$ cat src/rtl/rs_enc_pkg.sv
package rs_enc_pkg;
  localparam int SYM_W = 8;
  localparam int NPAR  = 16;
  localparam logic [SYM_W-1:0] PRIM_LOW = 8'h1D;  // x^8+x^4+x^3+x^2+1 without x^8

  function automatic logic [SYM_W-1:0] gf_mul(input logic [SYM_W-1:0] a_in,
                                              input logic [SYM_W-1:0] b_in);
    logic [SYM_W-1:0] acc;
    logic [SYM_W-1:0] a;
    acc = '0;
    a   = a_in;
    for (int i = 0; i < SYM_W; i++) begin
      if (b_in[i]) acc = acc ^ a;
      a = a[SYM_W-1] ? ((a << 1) ^ PRIM_LOW) : (a << 1);
    end
    return acc;
  endfunction

  // Lower NPAR coefficients of prod (x + alpha^i), i = 0..NPAR-1; byte j = coef of x^j
  function automatic logic [NPAR*SYM_W-1:0] gen_coefs();
    logic [SYM_W-1:0] g [NPAR+1];
    logic [SYM_W-1:0] root;
    logic [NPAR*SYM_W-1:0] res;
    for (int j = 0; j <= NPAR; j++) g[j] = '0;
    g[0] = 8'h01;
    root = 8'h01;
    for (int i = 0; i < NPAR; i++) begin
      for (int j = NPAR; j >= 1; j--) g[j] = g[j-1] ^ gf_mul(g[j], root);
      g[0] = gf_mul(g[0], root);
      root = gf_mul(root, 8'h02);
    end
    res = '0;
    for (int j = 0; j < NPAR; j++) res[j*SYM_W +: SYM_W] = g[j];
    return res;
  endfunction

  localparam logic [NPAR*SYM_W-1:0] GEN = gen_coefs();
endpackage

$ cat src/rtl/gf_const_mul.sv
module gf_const_mul
  import rs_enc_pkg::*;
#(
  parameter logic [SYM_W-1:0] COEF = 8'h01
) (
  input  logic [SYM_W-1:0] din,
  output logic [SYM_W-1:0] dout
);
  always_comb begin
    dout = gf_mul(din, COEF);
  end
endmodule

$ cat src/rtl/rs_rem_reg.sv
module rs_rem_reg
  import rs_enc_pkg::*;
(
  input  logic             clk,
  input  logic             rst_n,
  input  logic             load,      // absorb a message symbol
  input  logic             first,     // symbol opens a message: discard old state
  input  logic             shift,     // move check symbols toward the top
  input  logic [SYM_W-1:0] sym,
  output logic [SYM_W-1:0] top
);
  logic [SYM_W-1:0] rem_q [NPAR];
  logic [SYM_W-1:0] rem_d [NPAR];
  logic [SYM_W-1:0] prod  [NPAR];
  logic [SYM_W-1:0] fb;

  assign fb = sym ^ (first ? '0 : rem_q[NPAR-1]);

  for (genvar gi = 0; gi < NPAR; gi++) begin : g_mul
    gf_const_mul #(.COEF(GEN[gi*SYM_W +: SYM_W])) mul_i (
      .din  (fb),
      .dout (prod[gi])
    );
  end

  always_comb begin
    for (int i = 0; i < NPAR; i++) begin
      rem_d[i] = rem_q[i];
      if (load) begin
        rem_d[i] = ((i == 0 || first) ? '0 : rem_q[(i == 0) ? 0 : i-1]) ^ prod[i];
      end else if (shift) begin
        rem_d[i] = (i == 0) ? '0 : rem_q[(i == 0) ? 0 : i-1];
      end
    end
  end

  always_ff @(posedge clk or negedge rst_n) begin
    if (!rst_n) begin
      for (int i = 0; i < NPAR; i++) rem_q[i] <= '0;
    end else if (load || shift) begin
      for (int i = 0; i < NPAR; i++) rem_q[i] <= rem_d[i];
    end
  end

  assign top = rem_q[NPAR-1];

  // output shifting brings the next lower coefficient to the top
  assert_shift_order_R2: assert property (@(posedge clk) disable iff (!rst_n)
    (shift && !load) |=> (top == $past(rem_q[NPAR-2])));

  // no load and no shift keeps the register still
  assert_hold_idle_R11: assert property (@(posedge clk) disable iff (!rst_n)
    (!load && !shift) |=> $stable(top));
endmodule

$ cat src/rtl/rs_out_seq.sv
module rs_out_seq
  import rs_enc_pkg::*;
#(
  parameter int MAX_MSG = 239
) (
  input  logic clk,
  input  logic rst_n,
  input  logic accept,
  input  logic first,
  input  logic last,
  output logic par_active,
  output logic par_final
);
  localparam int CNT_W = $clog2(NPAR);
  localparam int LEN_W = $clog2(MAX_MSG + 1);

  logic             act_q, act_d;
  logic [CNT_W-1:0] cnt_q, cnt_d;
  logic [LEN_W-1:0] len_q, len_d;

  always_comb begin
    act_d = act_q;
    cnt_d = cnt_q;
    len_d = len_q;
    if (act_q) begin
      cnt_d = cnt_q + 1'b1;
      if (cnt_q == CNT_W'(NPAR-1)) act_d = 1'b0;
    end else if (accept) begin
      len_d = first ? LEN_W'(1) : len_q + 1'b1;
      if (last) begin
        act_d = 1'b1;
        cnt_d = '0;
      end
    end
  end

  always_ff @(posedge clk or negedge rst_n) begin
    if (!rst_n) begin
      act_q <= 1'b0;
      cnt_q <= '0;
      len_q <= '0;
    end else begin
      act_q <= act_d;
      cnt_q <= cnt_d;
      len_q <= len_d;
    end
  end

  assign par_active = act_q;
  assign par_final  = act_q && (cnt_q == CNT_W'(NPAR-1));

  // a message never grows past the configured limit
  assert_msg_len_R10: assert property (@(posedge clk) disable iff (!rst_n)
    (accept && !first) |-> (len_q < LEN_W'(MAX_MSG)));

  // check-byte phase starts right after the closing byte
  assert_parity_start_R2: assert property (@(posedge clk) disable iff (!rst_n)
    (accept && last) |=> par_active);

  // check-byte phase runs without a break until its final byte
  assert_parity_run_R2: assert property (@(posedge clk) disable iff (!rst_n)
    (par_active && !par_final) |=> par_active);
endmodule

$ cat src/rtl/rs_parity_enc.sv
module rs_parity_enc
  import rs_enc_pkg::*;
#(
  parameter int MAX_MSG = 239
) (
  input  logic             clk,
  input  logic             rst_n,
  input  logic             in_valid,
  input  logic             in_first,
  input  logic             in_last,
  input  logic [SYM_W-1:0] in_data,
  output logic             in_ready,
  output logic             out_valid,
  output logic [SYM_W-1:0] out_data,
  output logic             out_is_parity,
  output logic             out_last
);
  logic             rst_meta_q, rst_sync_q;
  logic             accept;
  logic             par_active;
  logic             par_final;
  logic [SYM_W-1:0] top;

  // asynchronous assert, synchronous release
  always_ff @(posedge clk or negedge rst_n) begin
    if (!rst_n) begin
      rst_meta_q <= 1'b0;
      rst_sync_q <= 1'b0;
    end else begin
      rst_meta_q <= 1'b1;
      rst_sync_q <= rst_meta_q;
    end
  end

  assign in_ready = !par_active;
  assign accept   = in_valid && in_ready;

  rs_out_seq #(.MAX_MSG(MAX_MSG)) seq_i (
    .clk        (clk),
    .rst_n      (rst_sync_q),
    .accept     (accept),
    .first      (in_first),
    .last       (in_last),
    .par_active (par_active),
    .par_final  (par_final)
  );

  rs_rem_reg rem_i (
    .clk   (clk),
    .rst_n (rst_sync_q),
    .load  (accept),
    .first (in_first),
    .shift (par_active),
    .sym   (in_data),
    .top   (top)
  );

  always_comb begin
    out_valid     = par_active || accept;
    out_data      = par_active ? top : in_data;
    out_is_parity = par_active;
    out_last      = par_final;
  end

  // last marker closes the codeword and the check phase ends
  assert_last_ends_R4: assert property (@(posedge clk) disable iff (!rst_sync_q)
    out_last |=> !out_is_parity);

  // input is held off whenever check bytes are on the output
  assert_holdoff_R5: assert property (@(posedge clk) disable iff (!rst_sync_q)
    out_is_parity |-> (!in_ready && out_valid));

  // an accepted byte is passed through unchanged
  assert_passthru_R1: assert property (@(posedge clk) disable iff (!rst_sync_q)
    (in_valid && in_ready) |-> (out_valid && out_data == in_data && !out_is_parity));
endmodule

$ cat config.mk
export PLATFORM = sky130hd
export DESIGN_NAME = rs_parity_enc
export DESIGN_NICKNAME = d
export VERILOG_FILES = /design/src/rtl/rs_enc_pkg.sv /design/src/rtl/gf_const_mul.sv /design/src/rtl/rs_rem_reg.sv /design/src/rtl/rs_out_seq.sv /design/src/rtl/rs_parity_enc.sv
export SDC_FILE = /design/constraint.sdc
export NUM_CORES = 1
export LEC_CHECK = 0
export ABC_AREA = 1
export BUFFER_PORTS_ARGS = -buffer_cell sky130_fd_sc_hd__buf_2
export CORE_MARGIN = 5
export CORE_UTILIZATION = 34
export DETAILED_ROUTE_END_ITERATION = 10
export PLACE_DENSITY_LB_ADDON = 0.2
export SYNTH_ARGS = -nofsm -noshare
export SYNTH_HDL_FRONTEND = slang
export SYNTH_SLANG_ARGS = --single-unit
$ cat constraint.sdc
create_clock -name clk -period 5.2 [get_ports clk]
set_input_delay 0.78 -clock clk [delete_from_list [all_inputs] [get_ports clk]]
set_output_delay 0.78 -clock clk [all_outputs]
set_load 0.05 [all_outputs]
==> out/results.txt, run 1 <==
Fin cells: 1,528
# setup viols final: 0
Top-Level Pins: 25
Initial Util: 34.3%
Number of setup buffers added after CTS: 0
Cell Area, Synth: 0.00889 mm^2
VDD IR max: 0.000253 V
Cell mode on critical path: nand2_1
Avg Cell Area, Syn: 7.44 um^2
CP Cell Sequence: buf_2 > inv_2 > nand3_1 > nand2_1 > inv_1 > nand2_1 > nand2_1 > nand2_1 > nand2_2 > inv_2 > o21ai_0 > a21oi_1 > xor2_1 > o21ai_1
Netlist cell types: 38
CP Class: in2reg
R2R Path Start: seq_i.par_active$_DFF_PN0_
Vias in the first global route: 7,094
Final HPWL DP: 18.1 mm
Crit path DAT: 3780 ps
First-pass GRT wire length: 41.5 mm
Fmax: 285 MHz
Setup Skew: 13.9 ps
Run status: finished clean
Number of flops mapped to enable cells by yosys: 0
Gpl congestion: 0.907
Slowest-stage cell, CP: nand2_1
N_diodes: 0
Mapped Cells: 1,196
Die W: 172 um
Total track usage: 18.4%
Layout fillers: 2,713
Met3 Use GR: 3.26%
Initial drt markers: 618
Die Footprint: 0.0295 mm^2
Pins Over Slew Limit: 0
Vias per cell: 4.91
Async SR Flop Fraction: 100%
Area Growth Syn to Fin: 9.79%
Number of iterations in the first detailed-routing pass: 5
Max Root-Sink Buffers: 2
Routing usage on met2: 28.2%
Final WL: 26.2 mm
Core area: 0.0259 mm^2
Top FF cell, synth: dfrtp_1
Crit path time final: 3510 ps
Root buffer cell: clkbuf_16
CTS Buf Count: 17
Share of cells above drive strength 1: 12.1%
P_leak: 4.43 nW
Clk pin slew, worst setup/hold paths: 60 ps
Post-DR wirelength/cell: 17.2 um
Hold Path Class: in2async
Crit. Startpoint: in_first
GR Overflow Total: 0
Port Buffer Count: 24
Vias post-DR: 7,496
DP Cell Count: 1,496
Post-CTS sizing: 0
Hold_buf cts: 0
H-Tree Level Count: 4
Row count: 59
Worst Setup End Kind: flip-flop
Number of remaining DRC errors: 0
Fin crit share: 67.5%
CP max FO: 29
Critical path's top delay family: simple AND/OR/NAND/NOR gates
Clock latency on the worst-skew pair: 430 ps
Ys Warns: 0
Initial antenna violation count: 0
RSZ-0062 raised after global routing: false
Routed Antenna Nets: 0
Nets@finish: 1,194
Clock sink count: 135
Pwr Total: 0.00614 W
Startpoint types: input port
Bufs and invs on worst path: 4
PwrDens: 629 mW/mm^2
CP peak stage delay: 410 ps
CTS tree: done
Met1 GRT Util: 26.8%
Sequential area share after synthesis: 38.0%
Fin. Hold Viols: 0
MaxCap Viol Count: 0
#FFs+latches synth: 135
Slew @ Worst Pin: 1020 ps
Req. time, crit path: 5470 ps
GRT busiest layer: met2
Slew HR: 31.9%
Largest net degree at the start of global routing: 219
Syn nets: 1,210
Die Y: 172 um
Total negative slack: 0 ps
-- per-stage QoR --
step / util, % / setup WS, ps / hold slack, ps / area, um^2
after global placement: 35.5 / 1270 / 333 / 9190
final: 37.7 / 1690 / 123 / 9760
after CTS: 37.7 / 1730 / 103 / 9760
after detailed placement: 35.5 / 1280 / 335 / 9190
after floorplan: - / 1160 / 331 / 8890
after global routing: 37.7 / 1390 / 107 / 9760
-- routing by layer --
layer	part of all wire [%]	up-vias
met5	0	-
met1	49	3534
met3	4.5	31
met2	45	158
met4	1.9	0
li1	-	3773
-- cells in the final DEF, fill, tap and decap left out, types with 2 or more instances in the layout --
master      Yosys  layout
inv_1          28      26
buf_12          0       2
nand4_1         9       9
nand3_1        70      70
xor2_2          7       7
nand2_4        11      11
inv_2          11      12
clkinvlp_4      0       2
clkinv_4        0       2
o21ai_1        36      36
clkbuf_1       41       2
or2_1           4       4
nand2_2        31      32
dfrtp_1       135     134
nand2_1       463     462
clkinv_2        0       4
o22ai_1         2       2
buf_4           2       6
a22oi_1         6       6
nor2_2          4       4
o21ai_0       100     100
nor2_1         22      21
clkbuf_16       0      17
nand3b_1        4       4
xnor2_1        84      84
inv_6           1       3
a22o_1          3       3
buf_2           9      24
clkbuf_8        0       3
a21oi_1        21      21
a31oi_1         4       4
xor2_1         56      56
or2_2           4       4
nand3_2         5       5
-- final timing paths --
path	to	slack (ps)	depth (start not counted)
worst max-delay path	rem_i.rem_q[95]$_DFFE_PN0P_	1690	14
max in group asynchronous	rem_i.rem_q[41]$_DFFE_PN0P_	3720	1
min in group clk	rst_sync_q$_DFF_PN0_	350	0
worst min-delay path	rst_sync_q$_DFF_PN0_	120	1
worst max register to register	rem_i.top[6]$_DFFE_PN0P_	2000	8
worst min register to register	rem_i.rem_q[68]$_DFFE_PN0P_	320	0
-- area by class of cell --
type | count | area, um^2 | share of cell area (%)
Clock inverter | 10 | 95.1 | 0.974
Clock buffer | 22 | 474 | 4.86
Sequential cell | 135 | 3380 | 34.6
Timing Repair Buffer | 32 | 205 | 2.10
Tap cell | 335 | 419 | 4.29
Inverter | 41 | 160 | 1.64
Multi-Input combinational cell | 953 | 5030 | 51.5
-- cell usage after synthesis (11+ instances only) --
master,number,area share (%)
inv_1,28,1.2
nor2_1,22,0.93
xor2_1,56,5.5
o21ai_0,100,5.6
nand2_2,31,2.2
clkbuf_1,41,1.7
a21oi_1,21,1.2
o21ai_1,36,2.0
nand2_1,463,20
nand2_4,11,1.4
dfrtp_1,135,38
nand3_1,70,3.9
xnor2_1,84,8.3
inv_2,11,0.46
-- report_power, final --
| group | leakage (nW) | internal [W] | switching, W |
|---|---|---|---|
| logic | 2.41 | 0.00104 | 0.00211 |
| clock network | 0.277 | 0.000698 | 0.000487 |
| registers | 1.74 | 0.00149 | 0.000320 |
| total | 4.43 | 0.00323 | 0.00291 |
-- logic make-up (layout without fill, tap and decap cells) --
| kind of cell | count (synthesis) | count (layout) | share of synthesized area [%] |
|---|---|---|---|
| other cells | 1 | 1 | 0.0422 |
| flops | 135 | 135 | 38.0 |
| compound gates | 174 | 174 | 10.3 |
| fa+ha+maj | 1 | 1 | 0.141 |
| xor+xnor | 149 | 149 | 15.6 |
| buf+inv | 108 | 105 | 5.59 |
| simple gates | 628 | 628 | 30.4 |
-- state kept, by name, indices dropped and copies added, names as in the netlist --
| name | count |
|---|---|
| rst_meta_q | 1 |
| rem_i.rem_q | 120 |
| rem_i.top | 8 |
| seq_i.par_active | 1 |
| rst_sync_q | 1 |
| seq_i.cnt_q | 4 |
-- worst reg2reg max path, delay by kind of cell (launching register included) --
family | cells | cell delay (ps)
compound gates | 1 | 120
simple gates | 3 | 390
flops | 1 | 1000
xor+xnor | 1 | 350
buf+inv | 3 | 1190
Power figures use the tool's default switching activity.
==> inputs of run 2 (changes only) <==
==> constraint.sdc (replaced) <==
create_clock -name clk -period 2.9 [get_ports clk]
set_input_delay 0.435 -clock clk [delete_from_list [all_inputs] [get_ports clk]]
set_output_delay 0.435 -clock clk [all_outputs]
set_load 0.05 [all_outputs]
==> out/results.txt, run 2 (same netlist as run 1, synthesis figures left out) <==
Number of iterations in the first detailed-routing pass: 5 (unchanged)
Largest register FFs: 120 (unchanged)
Crit path DAT: 2740 ps (-1040 ps)
Vias per cell: 4.87 (-0.64%)
VDD IR max: 0.000425 V (+68%)
N_diodes: 0 (unchanged)
Vias post-DR: 7,648 (+2.0%)
Most frequent cells in the layout: nand2_1 (462), dfrtp_1 (134), o21ai_0 (100), xnor2_1 (84), nand3_1 (70)
GR Overflow Total: 0 (unchanged)
Pins Over Slew Limit: 0 (unchanged)
Reg with most FFs: rem_i.rem_q
Startpoint types: flip-flop
Final WL: 26.7 mm (+1.9%)
MaxCap Viol Count: 0 (unchanged)
Total negative slack: 0 ps (unchanged)
Worst Setup End Kind: flip-flop
Fin crit share: 84.7%
Total track usage: 19.0% (+0.56 points)
RSZ-0062 raised after global routing: false
Final HPWL DP: 19.0 mm (+5.3%)
Hold_buf cts: 1 (+1)
Core area: 0.0259 mm^2 (unchanged)
Clk pin slew, worst setup/hold paths: 60 ps (about the same)
Number of remaining DRC errors: 0 (unchanged)
Routed Antenna Nets: 0 (unchanged)
First-pass GRT wire length: 42.7 mm (+3.0%)
Root buffer cell: clkbuf_16
Hold Path Class: reg2async
Slack of the worst reg-to-reg path: 440 ps (-1560 ps)
Slew @ Worst Pin: 872 ps (-150 ps)
Number of setup buffers added after CTS: 0 (unchanged)
Fin area: 0.0102 mm^2 (+4.3%)
Req. time, crit path: 3190 ps (-2280 ps)
Layout fillers: 2,700 (-0.48%)
Die Y: 172 um (unchanged)
Setup Skew: 11.8 ps (-2.07 ps)
PwrDens: 1140 mW/mm^2 (+81%)
P_leak: 4.67 nW (+5.6%)
R2R Path Start: rem_i.top[4]$_DFFE_PN0P_
Post-DR wirelength/cell: 17.0 um (-0.74%)
Nets@finish: 1,235 (+3.4%)
Run status: finished clean
Placed Area: 0.00954 mm^2 (+3.8%)
Area Growth Syn to Fin: 14.5%
Initial drt markers: 702 (+14%)
Most common cell after layout, fill and taps aside: nand2_1
Multi-input gate area: 0.00503 mm^2 (unchanged)
Fmax: 407 MHz
# setup viols final: 0 (unchanged)
CP Class: reg2reg
Slew HR: 41.3% (+9.4 points)
Clock sink count: 135 (unchanged)
Crit path time final: 2460 ps
Die W: 172 um (unchanged)
Port Buffer Count: 24 (unchanged)
R2r worst-path depth: 13 (+5)
Share of cells above drive strength 1: 15.0% (+2.9 points)
Largest net degree at the start of global routing: 144 (-34%)
Initial Util: 34.3% (unchanged)
Max Root-Sink Buffers: 2 (unchanged)
Initial antenna violation count: 0 (unchanged)
CP max FO: 9 (-69%)
CTS tree: done
Top-Level Pins: 25 (unchanged)
Vias in the first global route: 7,336 (+3.4%)
H-Tree Level Count: 4 (unchanged)
Reg area: 0.00338 mm^2 (unchanged)
Fin. Hold Viols: 0 (unchanged)
Row count: 59 (unchanged)
Clock latency on the worst-skew pair: 420 ps (about the same)
Reg2reg end: rem_i.rem_q[108]$_DFFE_PN0P_
Die Footprint: 0.0295 mm^2 (unchanged)
Post-CTS sizing: 0 (unchanged)
CTS Buf Count: 17 (unchanged)
Gpl congestion: 0.963 (+6.2%)
## run 2: cell types whose count changed in the layout (fill, tap and decap cells not counted)
cell / before / now
buf_12: 2 / 6
buf_4: 6 / 42
bufinv_16: 1 / 4
clkbuf_1: 2 / 1
clkbuf_8: 3 / 2
clkinv_2: 4 / 5
clkinvlp_4: 2 / 1
dlygate4sd3_1: 0 / 1
inv_6: 3 / 2
## run 2: worst max-delay path by stage
stage / start / to / slack [ps] / cells after the start
detailed placement: in_first / rem_i.rem_q[30]$_DFFE_PN0P_ / 30 / 14
CTS: rem_i.top[7]$_DFFE_PN0P_ / rem_i.rem_q[30]$_DFFE_PN0P_ / 460 / 12
global route: rem_i.top[1]$_DFFE_PN0P_ / rem_i.rem_q[20]$_DFFE_PN0P_ / 250 / 14
floorplan: seq_i.par_active$_DFF_PN0_ / out_data[6] / 360 / 3
global placement: in_first / rem_i.rem_q[20]$_DFFE_PN0P_ / 8 / 14
finish: rem_i.top[4]$_DFFE_PN0P_ / rem_i.rem_q[108]$_DFFE_PN0P_ / 440 / 13
## run 2: cell type report
class / instances / area share (%)
Multi-Input combinational cell: 953 / 49.4
Inverter: 41 / 1.57
Sequential cell: 135 / 33.2
Clock inverter: 12 / 1.71
Timing Repair Buffer: 73 / 5.55
Tap cell: 335 / 4.12
Clock buffer: 20 / 4.48
## run 2: power breakdown
group	switching (W)	total [W]	leakage, nW	internal, W
logic	0.00392	0.00606	2.62	0.00213
clock network	0.000874	0.00236	0.310	0.00148
registers	0.000487	0.00315	1.74	0.00267
## run 2: routing by layer
| metal | track usage (%) | part of all wire, % | up-vias |
|---|---|---|---|
| met3 | 3.49 | 5.2 | 36 |
| li1 | - | - | 3865 |
| met2 | 28.3 | 44 | 181 |
| met4 | 6.41 | 2.6 | 0 |
| met1 | 27.6 | 48 | 3566 |
| met5 | 0 | 0 | - |
## run 2: critical path, stage by stage, from the launching register on
cell	delay, ps
dfrtp_1	390
nand2_1	70
nand2_1	70
nand2_1	70
inv_1	180
buf_4	210
nand2_1	60
nand2_1	150
nand2_1	150
nand2_2	160
inv_2	120
o21ai_0	430
xnor2_1	180
o21ai_1	80
## run 2: through the flow
step / setup WS (ps) / total power (W) / hold WS, ps / util (%) / cells
2_1_floorplan: 363 / 0.00750 / 139 / - / 1196
3_3_place_gp: 7.82 / 0.00921 / 222 / 36.8 / 1536
3_5_place_dp: 28.9 / 0.00923 / 221 / 36.8 / 1536
4_1_cts: 463 / 0.0117 / 290 / 39.3 / 1569
5_1_grt: 251 / 0.0125 / 308 / 39.3 / 1569
6_report: 443 / 0.0116 / 306 / 39.3 / 1569
==> inputs of run 3 (changes only) <==
--- a/config.mk
+++ b/config.mk
@@ -5,7 +5,7 @@
 export SDC_FILE = /design/constraint.sdc
 export NUM_CORES = 1
 export LEC_CHECK = 0
-export ABC_AREA = 1
+export ABC_AREA = 0
 export BUFFER_PORTS_ARGS = -buffer_cell sky130_fd_sc_hd__buf_2
 export CORE_MARGIN = 5
 export CORE_UTILIZATION = 34
==> constraint.sdc (replaced) <==
create_clock -name clk -period 2.05 [get_ports clk]
set_input_delay 0.3075 -clock clk [delete_from_list [all_inputs] [get_ports clk]]
set_output_delay 0.3075 -clock clk [all_outputs]
set_load 0.05 [all_outputs]
==> out/results.txt, run 3 <==
Run status: finished, violations left
Failing checks: setup timing
Synth Area in Compound Gates: 20.0% (+9.8 points)
Pins Over Slew Limit: 0 (unchanged)
Setup Skew: 11.9 ps (+0.0560 ps)
Share of the synthesized area in the top cell type: 34.2% (-3.8 points)
Mux share of post-synthesis cell area: 4.88% (+4.9 points)
Vias in the first global route: 9,542 (+30%)
Mapped Cells: 1,119 (-6.4%)
Fin crit share: 128% (+43 points)
Core area: 0.0287 mm^2 (+11%)
CTS tree: done
DP Cell Count: 1,638 (+6.6%)
Port Buffer Count: 24 (unchanged)
Vias post-DR: 9,692 (+27%)
#FFs+latches synth: 135 (unchanged)
RSZ-0062 raised after global routing: true
Total track usage: 23.3% (+4.3 points)
First-pass GRT wire length: 58.8 mm (+37%)
Main combinational cell family by area after synthesis: XOR/XNOR gates
N_diodes: 0 (unchanged)
Root buffer cell: clkbuf_16
# setup viols final: 108 (+108)
Avg Cell Area, Syn: 8.82 um^2 (+19%)
R2R Path Start: rem_i.top[5]$_DFFE_PN0P_
Gpl congestion: 0.885 (-8.1%)
Clock sink count: 135 (unchanged)
Setup WS post-layout: -572 ps (-1020 ps)
Die Footprint: 0.0325 mm^2 (+10%)
Initial antenna violation count: 0 (unchanged)
Startpoint types: flip-flop
Most common cell after layout, fill and taps aside: buf_4
Post-Synth XOR/XNOR Area: 21.8% (+6.2 points)
Final Core Density: 54.7% (+15 points)
Hold Path Class: in2reg
Number of flops mapped to enable cells by yosys: 0 (unchanged)
Cell Area, Synth: 0.00987 mm^2 (+11%)
Post-placement setup slack: -646 ps (-674 ps)
Die W: 180 um (+5.0%)
Initial Util: 34.4% (+0.067 points)
Nets@finish: 1,378 (+12%)
Ys Warns: 0 (unchanged)
Crit path time final: 2620 ps (+165 ps)
Clk pin slew, worst setup/hold paths: 70 ps (about the same)
Fin. Hold Viols: 0 (unchanged)
Hold_sp: in_last
Top-Level Pins: 25 (unchanged)
Reg with most FFs: rem_i.rem_q
Initial drt markers: 828 (+18%)
Worst Setup End Kind: flip-flop
Fmax: 381 MHz (-6.3%)
Synth area leader: dfrtp_1
Clock latency on the worst-skew pair: 430 ps (about the same)
MaxCap Viol Count: 0 (unchanged)
Synth Area in Adders: 0.127% (-0.014 points)
Die Y: 180 um (+5.0%)
Vias per cell: 5.50 (+13%)
Largest net degree at the start of global routing: 72 (-50%)
Syn nets: 1,133 (-6.4%)
Crit path DAT: 2940 ps (+200 ps)
CP max FO: 5 (-4)
Most frequent cell after synthesis: nand2_1
Row count: 62 (+5.1%)
Largest cells by area after synthesis: dfrtp_1 (34%), xnor2_1 (7.5%), o21ai_0 (7.0%)
R2r worst-path depth: 10 (-3)
Synth top cells by count: nand2_1 (144), o21ai_0 (138), dfrtp_1 (135)
Async SR Flop Fraction: 100% (unchanged)
Reg2reg end: rem_i.rem_q[44]$_DFFE_PN0P_
Area Growth Syn to Fin: 59.1%
Sequential area share after synthesis: 34.2% (-3.8 points)
Routed Antenna Nets: 0 (unchanged)
Number of iterations in the first detailed-routing pass: 5 (unchanged)
Slack of the worst reg-to-reg path: -570 ps (-1020 ps)
Number of remaining DRC errors: 0 (unchanged)
Area fraction in and, or, nand and nor cells after synthesis: 13.6% (-17 points)
Placed Area: 0.0122 mm^2 (+28%)
Hold depth: 4
Most frequent cells in the layout: buf_4 (154), nand2_1 (139), dfrtp_1 (126), buf_6 (94), o21ai_1 (70)
Share of cells above drive strength 1: 44.1% (+29 points)
Final HPWL DP: 24.5 mm (+29%)
Post-DR wirelength/cell: 22.6 um (+33%)
Layout fillers: 2,365 (-12%)
Fin cells: 1,761 (+12%)
Top FF cell, synth: dfrtp_1
CP Class: reg2reg
Req. time, crit path: 2360 ps (-830 ps)
Largest register FFs: 120 (unchanged)
Fin area: 0.0157 mm^2 (+54%)
Netlist cell types: 61 (+61%)
CTS Buf Count: 17 (unchanged)
GR Overflow Total: 0 (unchanged)
Max Root-Sink Buffers: 2 (unchanged)
Final WL: 39.9 mm (+49%)
H-Tree Level Count: 4 (unchanged)
Worst Hold Path EP: seq_i.cnt_q[1]$_DFFE_PN0P_
run 3: cell count changes in the layout (fill, tap and decap cells not counted), moves of 33 or more:
cell	before	now
a21oi_2	0	33
nand3_1	70	15
xor2_1	56	16
xnor2_1	84	19
buf_6	0	94
xnor2_4	0	44
nand2_1	462	139
a21oi_1	21	68
xnor2_2	1	39
o21ai_1	36	70
buf_4	42	154
mux2i_1	0	38
o21ai_0	100	62
run 3: stage by stage:
step,setup TNS [ps],hold WS (ps)
floorplan,-11150,11.9
global placement,-38640,92.8
detailed placement,-40220,95.8
CTS,-27690,163
global route,-43970,188
finish,-34420,173
run 3: worst max path at each step:
stage / to / slack (ps) / start
6_report: rem_i.rem_q[44]$_DFFE_PN0P_ / -570 / rem_i.top[5]$_DFFE_PN0P_
5_1_grt: rem_i.rem_q[27]$_DFFE_PN0P_ / -660 / rem_i.top[6]$_DFFE_PN0P_
3_5_place_dp: rem_i.rem_q[30]$_DFFE_PN0P_ / -650 / in_data[3]
4_1_cts: rem_i.rem_q[44]$_DFFE_PN0P_ / -510 / rem_i.top[4]$_DFFE_PN0P_
2_1_floorplan: rem_i.rem_q[44]$_DFFE_PN0P_ / -530 / rem_i.top[4]$_DFFE_PN0P_
3_3_place_gp: rem_i.top[4]$_DFFE_PN0P_ / -670 / in_first
run 3: metal layers:
| layer | vias to the layer above | GRT usage (%) | wire length (um) |
|---|---|---|---|
| met4 | 0 | 9.50 | 1550 |
| met1 | 4850 | 31.4 | 16700 |
| met5 | - | 0 | 0 |
| li1 | 4369 | - | - |
| met3 | 95 | 4.78 | 2430 |
| met2 | 378 | 36.6 | 19100 |
run 3: worst max-delay path, stage by stage, from the launching register on:
cell	delay, ps
dfrtp_2	470
buf_4	170
xnor2_1	180
nor2_1	90
xnor2_2	210
buf_4	200
xor2_4	160
xnor3_2	350
xnor2_2	210
o21ai_1	70
or3_1	370
run 3: what timing repair did:
item | CTS | global route
hold buffers | 1 | 0
endpoints found under the hold margin | 2 | 0
pin swaps | 91 | 112
setup buffers | 62 | 54
gates resized for setup | 268 | 173
cloned | 4 | 2
endpoints found under the setup margin | 123 | 126
run 3: cell type report:
class / instances / area, um^2 / area share [%]
Multi-Input combinational cell: 860 / 7760 / 49.4
Sequential cell: 135 / 3390 / 21.6
Timing Repair Buffer: 317 / 3340 / 21.3
Tap cell: 384 / 480 / 3.06
Clock buffer: 19 / 443 / 2.82
Clock inverter: 13 / 168 / 1.07
Inverter: 33 / 125 / 0.797
run 3: logic make-up after synthesis:
logic type / count (synthesis)
buf+inv: 124
fa+ha+maj: 1
mux: 47
simple gates: 294
flops: 135
xor+xnor: 176
other cells: 1
compound gates: 341
Power of run 3 is left out: the tool's default activity adds up to more than one toggle a clock period on the data nets, which glitch-free logic cannot reach.
